`src/rtl/cfgr_pkg.sv`:
```
package cfgr_pkg;
   typedef enum logic [1:0] {
      RT_LOCAL   = 2'b00,
      RT_ROOTREG = 2'b01,
      RT_PACKET  = 2'b10
   } route_e;

   localparam logic [1:0] SZ_BYTE = 2'b00;
   localparam logic [1:0] SZ_HALF = 2'b01;
endpackage

```
`src/rtl/cfgr_classify.sv`:
```
module cfgr_classify
   import cfgr_pkg::*;
#(
   parameter int BUS_W     = 8,
   parameter int DEV_W     = 5,
   parameter int FN_W      = 3,
   parameter int OFF_W     = 12,
   parameter bit HIDE_BAR0 = 1'b1,
   parameter int BAR0_OFF  = 'h10,
   parameter int PRIBUS_OFF = 'h18
) (
   input  logic             req_valid,
   input  logic [BUS_W-1:0] req_bus,
   input  logic [DEV_W-1:0] req_dev,
   input  logic [FN_W-1:0]  req_fn,
   input  logic [OFF_W-1:0] req_offset,
   input  logic             req_write,
   input  logic             link_active,
   input  logic [BUS_W-1:0] root_bus,
   output route_e           route,
   output logic             load_root
);
   localparam logic [OFF_W-1:0] BAR0_A   = OFF_W'(BAR0_OFF);
   localparam logic [OFF_W-1:0] PRIBUS_A = OFF_W'(PRIBUS_OFF);

   logic on_root, on_next, hidden, invalid, answer_here;

   assign on_root = (req_bus == root_bus);
   assign on_next = (req_bus == BUS_W'(root_bus + 1'b1));

   generate
      if (HIDE_BAR0) begin : g_hide
         assign hidden = on_root && (req_dev == '0) && (req_fn == '0) &&
                         (req_offset == BAR0_A);
      end else begin : g_nohide
         assign hidden = 1'b0;
      end
   endgenerate

   assign invalid = (!on_root && !link_active) ||
                    (on_root && (req_dev != '0)) ||
                    (on_next && (req_dev != '0));

   assign answer_here = hidden || invalid;

   always_comb begin
      if (answer_here)  route = RT_LOCAL;
      else if (on_root) route = RT_ROOTREG;
      else              route = RT_PACKET;
   end

   assign load_root = req_valid && req_write && (route == RT_ROOTREG) &&
                      (req_offset == PRIBUS_A);
endmodule

```
`src/rtl/cfgr_bus_track.sv`:
```
module cfgr_bus_track #(
   parameter int BUS_W          = 8,
   parameter int RESET_ROOT_BUS = 0
) (
   input  logic             clk,
   input  logic             rst_n,
   input  logic             load,
   input  logic [BUS_W-1:0] new_bus,
   output logic [BUS_W-1:0] root_bus
);
   always_ff @(posedge clk) begin
      if (!rst_n)    root_bus <= BUS_W'(RESET_ROOT_BUS);
      else if (load) root_bus <= new_bus;
   end
endmodule

```
`src/rtl/cfgr_resp_gen.sv`:
```
module cfgr_resp_gen
   import cfgr_pkg::*;
#(
   parameter int DATA_W = 32
) (
   input  logic              clk,
   input  logic              rst_n,
   input  logic              req_valid,
   input  logic              req_write,
   input  logic [1:0]        req_size,
   input  route_e            route,
   output logic              route_valid,
   output logic [1:0]        route_sel,
   output logic              resp_valid,
   output logic [DATA_W-1:0] resp_data
);
   localparam logic [DATA_W-1:0] ONES_B = {{(DATA_W-8){1'b0}}, 8'hFF};
   localparam logic [DATA_W-1:0] ONES_H = {{(DATA_W-16){1'b0}}, 16'hFFFF};

   logic [DATA_W-1:0] fill;

   always_comb begin
      case (req_size)
         SZ_BYTE: fill = ONES_B;
         SZ_HALF: fill = ONES_H;
         default: fill = '1;
      endcase
   end

   always_ff @(posedge clk) begin
      if (!rst_n) begin
         route_valid <= 1'b0;
         route_sel   <= RT_LOCAL;
         resp_valid  <= 1'b0;
         resp_data   <= '0;
      end else begin
         route_valid <= req_valid;
         route_sel   <= req_valid ? route : RT_LOCAL;
         resp_valid  <= req_valid && (route == RT_LOCAL);
         if (req_valid && (route == RT_LOCAL))
            resp_data <= req_write ? '0 : fill;
         else
            resp_data <= '0;
      end
   end
endmodule

```
`src/rtl/cfg_access_router.sv`:
```
module cfg_access_router
   import cfgr_pkg::*;
#(
   parameter int BUS_W          = 8,
   parameter int DEV_W          = 5,
   parameter int FN_W           = 3,
   parameter int OFF_W          = 12,
   parameter int DATA_W         = 32,
   parameter int RESET_ROOT_BUS = 0,
   parameter bit HIDE_BAR0      = 1'b1,
   parameter int BAR0_OFF       = 'h10,
   parameter int PRIBUS_OFF     = 'h18
) (
   input  logic              clk,
   input  logic              rst_n,
   input  logic              req_valid,
   input  logic [BUS_W-1:0]  req_bus,
   input  logic [DEV_W-1:0]  req_dev,
   input  logic [FN_W-1:0]   req_fn,
   input  logic [OFF_W-1:0]  req_offset,
   input  logic [1:0]        req_size,
   input  logic              req_write,
   input  logic [DATA_W-1:0] req_wdata,
   input  logic              link_active,
   output logic              route_valid,
   output logic [1:0]        route_sel,
   output logic              resp_valid,
   output logic [DATA_W-1:0] resp_data
);
   generate
      if (DATA_W < 16 || DATA_W < BUS_W)
         $error("cfg_access_router: DATA_W too narrow");
      if (BAR0_OFF >= (1 << OFF_W) || PRIBUS_OFF >= (1 << OFF_W))
         $error("cfg_access_router: offsets exceed OFF_W");
      if (RESET_ROOT_BUS >= (1 << BUS_W))
         $error("cfg_access_router: RESET_ROOT_BUS exceeds BUS_W");
   endgenerate

   logic [BUS_W-1:0] root_q;
   route_e           route;
   logic             load_root;
   logic             unused_wdata_hi;

   assign unused_wdata_hi = ^req_wdata[DATA_W-1:BUS_W];

   cfgr_classify #(
      .BUS_W(BUS_W), .DEV_W(DEV_W), .FN_W(FN_W), .OFF_W(OFF_W),
      .HIDE_BAR0(HIDE_BAR0), .BAR0_OFF(BAR0_OFF), .PRIBUS_OFF(PRIBUS_OFF)
   ) u_class (
      .req_valid(req_valid), .req_bus(req_bus), .req_dev(req_dev),
      .req_fn(req_fn), .req_offset(req_offset), .req_write(req_write),
      .link_active(link_active), .root_bus(root_q),
      .route(route), .load_root(load_root)
   );

   cfgr_bus_track #(
      .BUS_W(BUS_W), .RESET_ROOT_BUS(RESET_ROOT_BUS)
   ) u_track (
      .clk(clk), .rst_n(rst_n), .load(load_root),
      .new_bus(req_wdata[BUS_W-1:0]), .root_bus(root_q)
   );

   cfgr_resp_gen #(
      .DATA_W(DATA_W)
   ) u_resp (
      .clk(clk), .rst_n(rst_n), .req_valid(req_valid),
      .req_write(req_write), .req_size(req_size), .route(route),
      .route_valid(route_valid), .route_sel(route_sel),
      .resp_valid(resp_valid), .resp_data(resp_data)
   );
endmodule

```
`config.mk`:
```
export PLATFORM = sky130hd
export DESIGN_NAME = cfg_access_router
export DESIGN_NICKNAME = d
export VERILOG_FILES = /design/src/rtl/cfgr_pkg.sv /design/src/rtl/cfgr_classify.sv /design/src/rtl/cfgr_bus_track.sv /design/src/rtl/cfgr_resp_gen.sv /design/src/rtl/cfg_access_router.sv
export SDC_FILE = /design/constraint.sdc
export NUM_CORES = 1
export LEC_CHECK = 0
export BUFFER_PORTS_ARGS = -buffer_cell sky130_fd_sc_hd__buf_2
export CAP_MARGIN = 20
export CORE_ASPECT_RATIO = 0.6
export CORE_MARGIN = 4
export CORE_UTILIZATION = 39
export DETAILED_ROUTE_END_ITERATION = 16
export GPL_TIMING_DRIVEN = 0
export PLACE_DENSITY = 0.85
export REMOVE_ABC_BUFFERS = 1
export SYNTH_ARGS = -nofsm -noshare
export SYNTH_HDL_FRONTEND = slang
export SYNTH_SLANG_ARGS = --single-unit
```
`constraint.sdc`:
```
create_clock -name clk -period 5.85 [get_ports clk]
set_input_delay 1.755 -clock clk [delete_from_list [all_inputs] [get_ports clk]]
set_output_delay 1.755 -clock clk [all_outputs]
set_load 0.01 [all_outputs]
```
==> run_results.csv <==
group,metric,value,unit
synth,synth_top_area_share,0.274,
synth,synthMostInstantiatedCell,"buf_4",
cts,cts_htree_levels,1,
cts,post-cts-setup-buffers,0,
global_route,globalRouteTotalUtil,0.148,
synth,synth.top_cells.by_count,"buf_4 (29), dfxtp_1 (15), mux2i_1 (8), nor2b_1 (8)",
global_route,grt_start_max_net_pins,17,
global_route,first_pass_grt_wire_length,4.51,mm
placed_design,io_buffer_count,78,
placed_design,post-place-ws,2.22,ns
synth,syn_inst,118,
timing,final_max_slew_viols,0,
cts,cts.hold.buffers_added,0,
final_layout,final_cell_area,1340,sq um
job,cap_viol_max_count,0,
setup_path,worst_setup_path_end_kind,"flip-flop",
pwr,power-per-cell-area,169,nW/um^2
cts,clk_root_buffer_cell,"clkbuf_8",
placed_design,dpl_cell_area,1300,sq um
final_layout,antenna-diode-count,0,
timing,rsz0062_at_grt,"no",
floorplan,placeableCoreArea,2590,sq um
timing,skew_final,0.00531,ns
synth,synthesis.area,1100,sq um
synth,yosysWarningCount,0,
final_layout,finalNetCount,239,
cts,clk_latency,0.25,ns
detailed_routing,detail_route.wl_per_cell,13.5,um
detailed_routing,routed_wire_length,2.73,mm
setup_path,path_cells,"buf_2, or4_4, nor3_1, nand4_1, mux2i_1, nor2b_1",
timing,setup_viol,0,
detailed_routing,drtIter0Drc,50,
placed_design,post-place-cells,198,
floorplan,dieHeight,49.1,um
global_route,grt_pass1_vias,969,
floorplan,placementRows,14,
synth,synth.distinct_cells,36,
detailed_routing,drc,0,
detailed_routing,ant_nets,0,
cts,clk_pin_slew,0.06,ns
timing,timing.final.hold_violations,0,
setup_path,worst-endpoint-arrival,3.50,ns
synth,netlist_top_cells_area,"dfxtp_1 (27%), buf_4 (20%), mux2i_1 (7.3%), xnor2_1 (4.8%), xor2_1 (4.8%)",
cts,cts_made_buffers,3,
global_route,antenna_found_initial,0,
cts,clock_tree.buffer_depth,2,
pwr,vdd.ir_drop.worst,0.0787,mV
timing,final_period_minus_worst_setup_slack,3.36,ns
placed_design,place.detailed.hpwl,2.30,mm
timing,final.setup.worst_slack,2.49,ns
setup_path,critical_path.slowest_cell,"or4_4",
final_layout,area_growth,22.5,%
synth,synthDominantAreaCellType,"dfxtp_1",
pwr,p_leak,0.000726,uW
timing,max_freq,0.298,GHz
cts,clock_sink_count,15,
timing,worstMarginPinSlew,0.592,ns
setup_path,timing_worst_setup_path_type,"in2reg",
timing,min_period_over_period,0.574,
synth,dominantRegCellSynth,"dfxtp_1",
setup_path,setup.worst_path.start_class,"input pin",
floorplan,num_io_pins,103,
timing,fin_setup_tns,0,ns
final_layout,post_route_cells_drive_above_1_share,0.518,
detailed_routing,via_count,993,
setup_path,critical-path-max-stage-delay,0.55,ns
global_route,global_route.overflow_total,0,
synth,yosysSeqAreaShare,0.274,
synth,synth_enable_flop_cells,0,
setup_path,cp_max_fo,8,
synth,asyncSetResetFlopFracSynth,0,
final_layout,layoutNonFillerInstCount,202,
synth,ys_seq_elements,15,
cts,ctsResizeCount,0,
detailed_routing,via_per_inst,4.92,
placed_design,finalWeightedCongestion,0.827,
min_path,timing.hold.worst.class,"reg2reg",
timing,max_slew_margin,0.604,
setup_path,critPathRequiredTime,5.99,ns
floorplan,die_width,76.5,um
cts,cts_tree,"built",
detailed_routing,drt-pass1-iter-count,4,
status,run_status,"completed",
floorplan,dieArea,3750,sq um
synth,syn_avg_cell_area,9.30,sq um
floorplan,initial_core_util,0.423,
[kinds of logic (layout without fill, tap and decap cells)]
family	Yosys count	after routing	synth area share
AOI/OAI and AO/OA	12	12	0.104
xor gates and xnor gates	12	12	0.0958
muxes	9	9	0.0855
and+or+nand+nor	36	36	0.211
adders and majority gates	1	1	0.0114
DFF	15	15	0.274
buffers and inverters	33	85	0.219
[layout by cell type (no fill, tap or decap), drive strengths merged, types with 3 or more instances in the layout]
cell type	count
clkbuf	4
dfxtp	15
nor4	3
buf	78
nand3	3
xnor2	6
nor3	5
nand2	4
xor2	6
nor2b	8
mux2i	9
inv	3
[worst paths after layout]
check / start / endpoint / slack (ns) / cells after the start
setup / recovery: req_dev[0] / u_track.root_bus[3] / 2.49 / 6
hold / removal: u_track.root_bus[7] / u_track.root_bus[7] / 0.55 / 2
setup reg to reg: u_track.root_bus[2] / u_resp.resp_data[15] / 3.50 / 5
hold reg to reg: u_track.root_bus[7] / u_track.root_bus[7] / 0.55 / 2
[layer usage]
metal	share of wire	wire length (um)	global-route usage	up-vias
met5	0	0	0	-
met4	0.0048	13	0.00904	0
met3	0.092	252	0.0720	2
met2	0.49	1340	0.270	46
met1	0.41	1120	0.164	450
li1	-	-	-	495
[worst max-delay path: cells and delay by family]
kind | cells | cell delay (ns)
and+or+nand+nor | 4 | 1.31
muxes | 1 | 0.33
buffers and inverters | 1 | 0.10
[per-stage QoR]
step,hold WS [ns],power (uW),utilization
after global routing,0.596,239,0.518
after CTS,0.550,231,0.518
after floorplan,0.508,121,-
after global placement,0.527,144,0.501
final,0.549,227,0.518
after detailed placement,0.533,145,0.501
[report_power, final]
group	internal [uW]	switching [uW]	leakage [uW]	total, uW
Combinational	19.8	17.7	0.000582	37.5
Clock	48.3	36.8	0.0000228	85.1
Sequential	104	1.02	0.000122	105
[flip-flops by register name (all words and copies together), names as in the netlist]
name	flops
u_resp.route_sel	2
u_resp.resp_valid	1
u_track.root_bus	8
u_resp.route_valid	1
u_resp.resp_data	3
[area by class of cell]
cell class	instances	area [sq um]
clock buffers	4	45.0
fillers	266	1250
inverters	3	11.3
multi-input cells	70	557
flip-flops and latches	15	300
well taps	32	40.0
repair buffers	78	390
Note: power is estimated with default switching activity, not from simulation.
